==> src/rtl/ofs_serial_pkg.sv <==
package ofs_serial_pkg;

   localparam int unsigned NUM_PRESETS = 4;

   typedef logic [1:0] preset_sel_t;

   // True when value v can be held in w bits.
   function automatic bit value_fits(int unsigned v, int unsigned w);
      if (w >= 32) return 1'b1;
      return v < (32'd1 << w);
   endfunction

endpackage

==> src/rtl/ofs_preset_table.sv <==
module ofs_preset_table
   import ofs_serial_pkg::*;
#(
   parameter int unsigned OFS_W = 16,
   parameter int unsigned PRESETS [NUM_PRESETS] = '{7, 31, 63, 127}
) (
   input  preset_sel_t      sel,
   output logic [OFS_W-1:0] value
);

   logic [OFS_W-1:0] table_q [NUM_PRESETS];

   for (genvar i = 0; i < NUM_PRESETS; i++) begin : g_entry
      if (!value_fits(PRESETS[i], OFS_W)) begin : g_bad
         $error("preset %0d does not fit the offset width", i);
      end
      assign table_q[i] = OFS_W'(PRESETS[i]);
   end

   assign value = table_q[sel];

endmodule

==> src/rtl/ofs_bit_counter.sv <==
module ofs_bit_counter #(
   parameter  int unsigned LIMIT = 32,
   localparam int unsigned CW    = $clog2(LIMIT + 1)
) (
   input  logic          clk,
   input  logic          clr,
   input  logic          arm,
   input  logic          step,
   output logic [CW-1:0] idx,
   output logic          done,
   output logic          adv
);

   if (LIMIT < 2) begin : g_bad_limit
      $error("counter limit must be at least 2");
   end

   logic [CW-1:0] cnt_q;

   assign idx  = cnt_q;
   assign done = (cnt_q == CW'(LIMIT));
   assign adv  = arm && step && !done && !clr;

   always_ff @(posedge clk) begin
      if (clr || !arm) cnt_q <= '0;
      else if (adv)    cnt_q <= cnt_q + 1'b1;
   end

   assert_idx_bound_R4: assert property (@(posedge clk) disable iff (clr)
      idx <= CW'(LIMIT));

   assert_stay_done_R4: assert property (@(posedge clk) disable iff (clr)
      (arm && done) |=> done);

   assert_restart_R5: assert property (@(posedge clk) disable iff (clr)
      !arm |=> (idx == '0));

endmodule

==> src/rtl/ofs_chain_store.sv <==
module ofs_chain_store #(
   parameter  int unsigned OFS_W = 16,
   localparam int unsigned CH_W  = 2 * OFS_W,
   localparam int unsigned CW    = $clog2(CH_W + 1),
   localparam int unsigned IW    = $clog2(CH_W)
) (
   input  logic             clk,
   input  logic             mrst,
   input  logic [OFS_W-1:0] preset,
   input  logic             wr_adv,
   input  logic [CW-1:0]    wr_idx,
   input  logic             wr_bit,
   input  logic             rd_adv,
   input  logic [CW-1:0]    rd_idx,
   output logic [CH_W-1:0]  chain,
   output logic             sdout
);

   logic [CH_W-1:0] hit;
   logic [CH_W-1:0] chain_q;
   logic            sdout_q;

   for (genvar b = 0; b < CH_W; b++) begin : g_hit
      assign hit[b] = wr_adv && (wr_idx == CW'(b));
   end

   always_ff @(posedge clk) begin
      if (mrst) chain_q <= {preset, preset};
      else      chain_q <= (chain_q & ~hit) | ({CH_W{wr_bit}} & hit);
   end

   always_ff @(posedge clk) begin
      if (mrst)        sdout_q <= 1'b0;
      else if (rd_adv) sdout_q <= chain_q[rd_idx[IW-1:0]];
   end

   assign chain = chain_q;
   assign sdout = sdout_q;

   assert_one_bit_R8: assert property (@(posedge clk) disable iff (mrst)
      $countones(hit) <= 1);

   assert_load_bit_R2: assert property (@(posedge clk) disable iff (mrst)
      wr_adv |=> (chain_q[$past(wr_idx[IW-1:0])] == $past(wr_bit)));

   assert_idle_keep_R8: assert property (@(posedge clk) disable iff (mrst)
      !wr_adv |=> $stable(chain_q));

endmodule

==> src/rtl/flag_offset_serial_port.sv <==
module flag_offset_serial_port
   import ofs_serial_pkg::*;
#(
   parameter  int unsigned OFS_W = 16,
   parameter  int unsigned PRESETS [NUM_PRESETS] = '{7, 31, 63, 127},
   localparam int unsigned CH_W  = 2 * OFS_W,
   localparam int unsigned CW    = $clog2(CH_W + 1)
) (
   input  logic             sclk,
   input  logic             mrst,
   input  logic             prst,
   input  logic [1:0]       dsel,
   input  logic             sload_en,
   input  logic             sread_en,
   input  logic             sdin,
   output logic             sdout,
   output logic [OFS_W-1:0] ae_ofs,
   output logic [OFS_W-1:0] af_ofs
);

   if (OFS_W < 2) begin : g_bad_width
      $error("offset width must be at least 2");
   end

   logic             clr;
   logic [OFS_W-1:0] preset;
   logic [CW-1:0]    wr_idx, rd_idx;
   logic             wr_done, rd_done, wr_adv, rd_adv;
   logic [CH_W-1:0]  chain;

   assign clr = mrst || prst;

   ofs_preset_table #(.OFS_W(OFS_W), .PRESETS(PRESETS)) u_presets (
      .sel   (dsel),
      .value (preset)
   );

   ofs_bit_counter #(.LIMIT(CH_W)) u_wr_cnt (
      .clk  (sclk),
      .clr  (clr),
      .arm  (sload_en),
      .step (1'b1),
      .idx  (wr_idx),
      .done (wr_done),
      .adv  (wr_adv)
   );

   // A read step waits whenever a load is enabled (load has priority).
   ofs_bit_counter #(.LIMIT(CH_W)) u_rd_cnt (
      .clk  (sclk),
      .clr  (clr),
      .arm  (sread_en),
      .step (!sload_en),
      .idx  (rd_idx),
      .done (rd_done),
      .adv  (rd_adv)
   );

   ofs_chain_store #(.OFS_W(OFS_W)) u_store (
      .clk    (sclk),
      .mrst   (mrst),
      .preset (preset),
      .wr_adv (wr_adv),
      .wr_idx (wr_idx),
      .wr_bit (sdin),
      .rd_adv (rd_adv),
      .rd_idx (rd_idx),
      .chain  (chain),
      .sdout  (sdout)
   );

   assign ae_ofs = chain[OFS_W-1:0];
   assign af_ofs = chain[CH_W-1:OFS_W];

   assert_preset_R1: assert property (@(posedge sclk)
      mrst |=> (ae_ofs == OFS_W'(PRESETS[$past(dsel)]))
               && (af_ofs == OFS_W'(PRESETS[$past(dsel)])));

   assert_sdout_clear_R9: assert property (@(posedge sclk)
      mrst |=> (sdout == 1'b0));

   assert_prst_keep_R7: assert property (@(posedge sclk) disable iff (mrst)
      prst |=> ($stable(ae_ofs) && $stable(af_ofs)));

   assert_both_hold_R6: assert property (@(posedge sclk) disable iff (mrst)
      (sload_en && sread_en) |=> $stable(sdout));

   assert_full_load_R4: assert property (@(posedge sclk) disable iff (mrst)
      (sload_en && wr_done) |=> ($stable(ae_ofs) && $stable(af_ofs)));

   assert_full_read_R4: assert property (@(posedge sclk) disable iff (mrst)
      (sread_en && rd_done) |=> $stable(sdout));

   assert_read_bit_R3: assert property (@(posedge sclk) disable iff (mrst)
      (sread_en && !sload_en && !rd_done && !prst)
         |=> (sdout == $past(chain[rd_idx[$clog2(CH_W)-1:0]])));

endmodule

==> config.mk <==
export PLATFORM = sky130hd
export DESIGN_NAME = flag_offset_serial_port
export DESIGN_NICKNAME = d
export VERILOG_FILES = /design/src/rtl/ofs_serial_pkg.sv /design/src/rtl/ofs_preset_table.sv /design/src/rtl/ofs_bit_counter.sv /design/src/rtl/ofs_chain_store.sv /design/src/rtl/flag_offset_serial_port.sv
export SDC_FILE = /design/constraint.sdc
export NUM_CORES = 1
export LEC_CHECK = 0
export BUFFER_PORTS_ARGS = -buffer_cell sky130_fd_sc_hd__buf_2
export CAP_MARGIN = 20
export CORE_MARGIN = 5
export CORE_UTILIZATION = 52
export CTS_BUF_LIST = sky130_fd_sc_hd__clkbuf_4 sky130_fd_sc_hd__clkbuf_8
export CTS_CLUSTER_SIZE = 12
export DETAILED_ROUTE_END_ITERATION = 10
export PLACE_DENSITY = 0.83
export SETUP_SLACK_MARGIN = 0.15
export SLEW_MARGIN = 20
export SYNTH_ARGS = -nofsm -noshare
export SYNTH_HDL_FRONTEND = slang
export SYNTH_SLANG_ARGS = --single-unit
==> constraint.sdc <==
create_clock -name sclk -period 1.9 [get_ports sclk]
set_input_delay 0.285 -clock sclk [delete_from_list [all_inputs] [get_ports sclk]]
set_output_delay 0.285 -clock sclk [all_outputs]
set_load 0.02 [all_outputs]
Word-level counts from Yosys, hierarchy flattened
Cells that the tools add are included.
{"block": "totals", "reg_bits": 45, "latchBits": 0, "ram_bits": 0, "mem_bits_ro": 0, "inputBits": 8, "output_inout_bits": 33, "elab_cells": 98, "memories": 0}
{"block": "classes", "addsub": 2, "multipliers": 0, "div": 0, "n_lt_le_gt_ge": 2, "n_eq_ne": 33, "shift": 0, "n_mux": 6, "bitwise": 5, "reduce_logical": 46}
{"op": "equality test 6 x 5 -> 1 bit (second input constant)", "count": 16}
{"op": "bitwise AND 32 bit", "count": 2}
{"op": "equality test 6 x 4 -> 1 bit (second input constant)", "count": 8}
{"op": "logical AND 1 bit", "count": 37}
{"op": "binary-select mux 16 bit (select 2 bit)", "count": 1}
{"op": "2-to-1 mux 16 bit", "count": 2}
{"op": "2-to-1 mux 32 bit", "count": 1}
{"op": "NOT 32 bit", "count": 1}
{"op": "OR 32 bit", "count": 1}
{"op": "equality test 6 x 3 -> 1 bit (second input constant)", "count": 4}
{"op": "adder 6 x 1 -> 6 bit (second input constant)", "count": 2}
{"op": "equality test 6 x 2 -> 1 bit (second input constant)", "count": 2}
{"op": "equality test 6 bit (second input constant)", "count": 2}
{"op": "equality test 6 x 1 -> 1 bit (second input constant)", "count": 1}
{"op": "logical NOT 6 bit", "count": 1}
{"op": "less-than comparator 5 x 6 -> 1 bit (second input constant)", "count": 1}
{"op": "binary-select mux 1 bit (select 5 bit)", "count": 1}
{"op": "logical NOT 1 bit", "count": 5}
{"op": "greater-or-equal comparator 3 bit (second input constant)", "count": 1}
{"op": "logical OR 1 bit", "count": 3}
{"op": "NOT 2 -> 3 bit", "count": 1}
{"op": "2-to-1 mux 1 bit", "count": 1}

Longest topological paths before layout
{"block": "depth", "ltp_word": 9, "ltp_mapped": 8, "depth_no_buf": 7}

By module
From an unflattened synthesis, not the netlist that was laid out.
{"block": "hier_totals", "cells_unflattened": 288, "area_unflattened_um2": 2776.4}
{"mod": "ofs_chain_store", "n_inst": 1, "cells_each": 193, "area_each_um2": 1988.2, "seq_area_each_um2": 980.9}
{"mod": "ofs_bit_counter", "n_inst": 2, "cells_each": 37, "area_each_um2": 324.1, "seq_area_each_um2": 120.1}
{"mod": "ofs_preset_table", "n_inst": 1, "cells_each": 18, "area_each_um2": 126.4, "seq_area_each_um2": 0.0}
{"mod": "flag_offset_serial_port", "n_inst": 1, "cells_each": 3, "area_each_um2": 13.8, "seq_area_each_um2": 0.0}

Least setup slack after synthesis
OpenSTA, ideal clock, no wires.
{"block": "synth_path", "kind": "reg2reg", "start": "register (tool-made name)", "end": "register u_store.sdout_q, in the netlist u_store.sdout", "setup_time_ns": 0.127, "arrival_time_ns": 1.716, "t_required_ns": 1.773, "path_slack_ns": 0.057, "path_stages_with_launch": 6, "n_path_buf": 0, "period_less_slack_ns": 1.843, "cell_sequence": "edfxtp_1 mux4_2 and2_4 a211oi_2 nor4_1 or3_1"}
{"item": "end signal, assigned", "line": "ofs_chain_store.sv:34", "rtl": "else if (rd_adv) sdout_q <= chain_q[rd_idx[IW-1:0]];"}
{"item": "end, declared", "line": "ofs_chain_store.sv:21", "rtl": "logic sdout_q;"}

Worst setup path after layout
{"block": "layout_path", "start": "register u_rd_cnt.cnt_q[0], in the netlist u_rd_cnt.idx[0]", "end": "register u_store.sdout_q, in the netlist u_store.sdout"}
{"block": "layout_via", "elab_chain_len": 4, "word_cells_on_any_way": 6, "cone_classes": "eq/ne: 1; mux: 2; reduce/logical: 3"}
{"item": "start, declared", "line": "ofs_bit_counter.sv:18", "rtl": "logic [CW-1:0] cnt_q;"}
{"item": "start signal, assigned", "line": "ofs_bit_counter.sv:26", "rtl": "else if (adv) cnt_q <= cnt_q + 1'b1;"}
{"item": "branches (longest 4 deep; another with binary-select mux 1 bit (select 5 bit))"}
Several ways; the timed one is not identified. The select of a mux whose other input is x is not followed.
A chain may end at the register's enable or synchronous reset.

==> results.cfg <==
[worst_setup_path]
critical_path.endpoint_type = flip-flop
setup.worst_path.start = u_rd_cnt.idx[0]$_SDFFE_PP0P_
r2r_start = u_rd_cnt.idx[0]$_SDFFE_PP0P_
critical_path.startpoint_type = flip-flop
cp_max_fo = 5
crit_type = reg -> reg
worst_ep_arrival_time_ps = 1960
critical_path_required_ps = 2100

[clock_tree]
clock_tree_from_tritoncts = done
cts_root_buffer = sky130_fd_sc_hd__clkbuf_8
h_tree_level_count = 2
worstSkewPairLatency_ps = 310
cts.clk_slew.worst_paths_ps = 90
cts_hold_buffers = 0
cts_max_path_buffers = 2
tritoncts.num_buffers = 5
cts.sinks = 45

[power]
ir_drop_mv = 0.384
static-leakage-power_nw = 1.23
p_per_area_nw_per_um2 = 603

[floorplanning]
die_y_um = 78.1
starting_density_of_the_core_pct = 54.6
design.die.area_um2 = 6100
design.core.area_um2 = 4410
placementRows = 24
horizontal_die_dimension_um = 78.1
design.portCount = 41

[global_routing]
grtUsageTotal_pct = 20.0
wire_length_of_the_first_global_routing_pass_um = 9830
via_count_of_the_first_global_routing_pass = 1995
remaining_overflow_grt = 0
number_of_antenna_violations_at_the_first_check_in_global_routing = 0
pin_count_of_the_biggest_net_entering_global_routing = 39

[drt]
detailroute.via_count = 2080
drt-wirelength-per-cell_um = 16.6
post-route-drc-count = 0
drt_first_iter_violations = 175
ant_nets = 0
vias_per_cell = 5.78
detail_route.first_pass.iterations = 5
total_length_of_routed_wires_um = 5990

[finish]
layout.cells.non_filler = 360
antenna_cells_inserted = 0
design.final.nets = 321
synthToLayoutAreaGrowth_pct = 20.8
layout-drive-gt1-share_pct = 32.5

[synthesis]
dominantRegCellSynth = sky130_fd_sc_hd__dfxtp_1
yosysSeqAreaShare_pct = 40.7
syn-num-nets = 270
synth_compound_area_share_pct = 6.95
synthDistinctLibCells = 41
dominant_combinational_cell_family_by_area_after_synthesis = simple AND/OR/NAND/NOR gates
post_synth_fa_ha_maj_area_fraction_pct = 3.11
synth.cell_area_um2 = 2410
yosys_warning_total = 0
synthesis.area_per_instance_um2 = 9.42
synth_cells = 256
synth_edf_count = 8
synth_simple_gate_area_share_pct = 22.9
flip_flop_and_latch_count_after_synthesis = 45
synthXorXnorAreaFrac_pct = 3.27
async_reset_ff_share_pct = 0
synth.area.mux_share_pct = 18.1

[job]
maxCapViolations = 0

[sta]
timing.final.hold_violations = 0
final.setup.tns_ps = 0
hold_slack_ps = 307
worst_slew_pin_slew_ps = 585
relSlewSlack_pct = 60.9
rsz0062_at_grt = yes
maxClockFrequency_mhz = 567
timing.final.crit_share_pct = 92.9
setup_violations = 0
finalMaxSlewViolations = 0
layout_min_cycle_time_ps = 1760
fin_skew_ps = 8.19

[hold_path]
hp-start = dsel[1]
hold_class = in -> reg

[placement]
place_congestion = 0.837
placed_cells_incl_taps = 343
detailedPlacementHpwl_um = 4240
place.port_buffers = 40

[run_status]
result_of_the_run = finished clean
## cells by family after synthesis
| kind of cell | count (synthesis) |
|---|---|
| AND/OR/NAND/NOR | 110 |
| flip-flops | 45 |
| multiplexers | 35 |
| buffers and inverters | 27 |
| AO/OA/AOI/OAI | 24 |
| XOR/XNOR | 9 |
| adder cells (fa/ha/maj) | 6 |
## area by class of cell
| type | instances | area [µm²] |
|---|---|---|
| clock buffers | 6 | 76.3 |
| clock inverters | 2 | 13.8 |
| fillers | 365 | 1500 |
| inverters | 6 | 27.5 |
| multi-input cells | 184 | 1340 |
| flip-flops and latches | 45 | 990 |
| well taps | 52 | 65.1 |
| repair buffers | 65 | 404 |
## worst max-delay path, stage by stage, from the launching register on
cell,delay (ps)
sky130_fd_sc_hd__dfxtp_4,400
sky130_fd_sc_hd__buf_6,100
sky130_fd_sc_hd__mux4_2,500
sky130_fd_sc_hd__a211oi_2,220
sky130_fd_sc_hd__nor4_1,60
sky130_fd_sc_hd__or3_1,370
## placed cells by master, fill, tap and decap left out, types with 5 or more instances in the layout
| cell | synthesis | layout |
|---|---|---|
| sky130_fd_sc_hd__o21ai_0 | 11 | 11 |
| sky130_fd_sc_hd__xnor2_1 | 6 | 6 |
| sky130_fd_sc_hd__mux2i_1 | 26 | 26 |
| sky130_fd_sc_hd__nand3_1 | 29 | 29 |
| sky130_fd_sc_hd__nand2b_1 | 12 | 12 |
| sky130_fd_sc_hd__mux4_2 | 4 | 6 |
| sky130_fd_sc_hd__dfxtp_1 | 37 | 34 |
| sky130_fd_sc_hd__clkbuf_8 | 0 | 5 |
| sky130_fd_sc_hd__buf_4 | 2 | 23 |
| sky130_fd_sc_hd__buf_2 | 3 | 40 |
| sky130_fd_sc_hd__edfxtp_1 | 8 | 8 |
| sky130_fd_sc_hd__nor2_1 | 37 | 37 |
| sky130_fd_sc_hd__nand2_1 | 14 | 13 |
## worst paths after layout
kind                                              endpoint  slack [ps]  depth (start not counted)
worst max-delay path            u_store.sdout$_SDFFE_PP0P_         140                          5
worst min-delay path                             flip-flop         310                          3
worst max register to register  u_store.sdout$_SDFFE_PP0P_         140                          5
worst min register to register                   flip-flop         520                          2
## Yosys cell counts (4+ instances only)
cell type	n	area share [%]
sky130_fd_sc_hd__a31o_2	4	1.5
sky130_fd_sc_hd__clkbuf_1	13	2.0
sky130_fd_sc_hd__dfxtp_1	37	31
sky130_fd_sc_hd__edfxtp_1	8	10
sky130_fd_sc_hd__ha_1	6	3.1
sky130_fd_sc_hd__inv_1	6	0.93
sky130_fd_sc_hd__mux2i_1	26	11
sky130_fd_sc_hd__mux4_2	4	3.7
sky130_fd_sc_hd__nand2_1	14	2.2
sky130_fd_sc_hd__nand2b_1	12	3.1
sky130_fd_sc_hd__nand3_1	29	6.0
sky130_fd_sc_hd__nand4_1	4	1.0
sky130_fd_sc_hd__nor2_1	37	5.8
sky130_fd_sc_hd__o21ai_0	11	2.3
sky130_fd_sc_hd__xnor2_1	6	2.2
## power by group
part	switching [mW]	leakage, nW	total (mW)	internal (mW)
registers	0.0107	0.380	0.994	0.984
logic	0.0835	0.809	0.138	0.0542
clock network	0.348	0.0452	0.623	0.275
## per-layer routing
layer	wire, µm	track usage [%]	part of all wire (%)
met1	2520	26.9	42
met2	2900	30.5	48
met3	456	5.72	7.6
met4	111	7.43	1.9
met5	0	0	0
## repair_timing
item / in CTS / in global routing
buffers inserted: 0 / 9
endpoints found under the setup margin: 1 / 5
gates cloned: 0 / 0
gates resized for setup: 4 / 11
pin swaps: 1 / 3
## metrics by stage
stage / instance area [µm²] / util, % / power, mW / setup WS (ps)
4_1_cts: 2810 / 63.7 / 1.76 / 164
5_1_grt: 2910 / 66.0 / 1.82 / 80.9
6_report: 2910 / 66.0 / 1.76 / 135
3_5_place_dp: 2720 / 61.7 / 1.15 / 24.4
3_3_place_gp: 2720 / 61.7 / 1.15 / 140
2_1_floorplan: 2430 / - / 1.10 / 154
(Power assumes the default switching activity.)
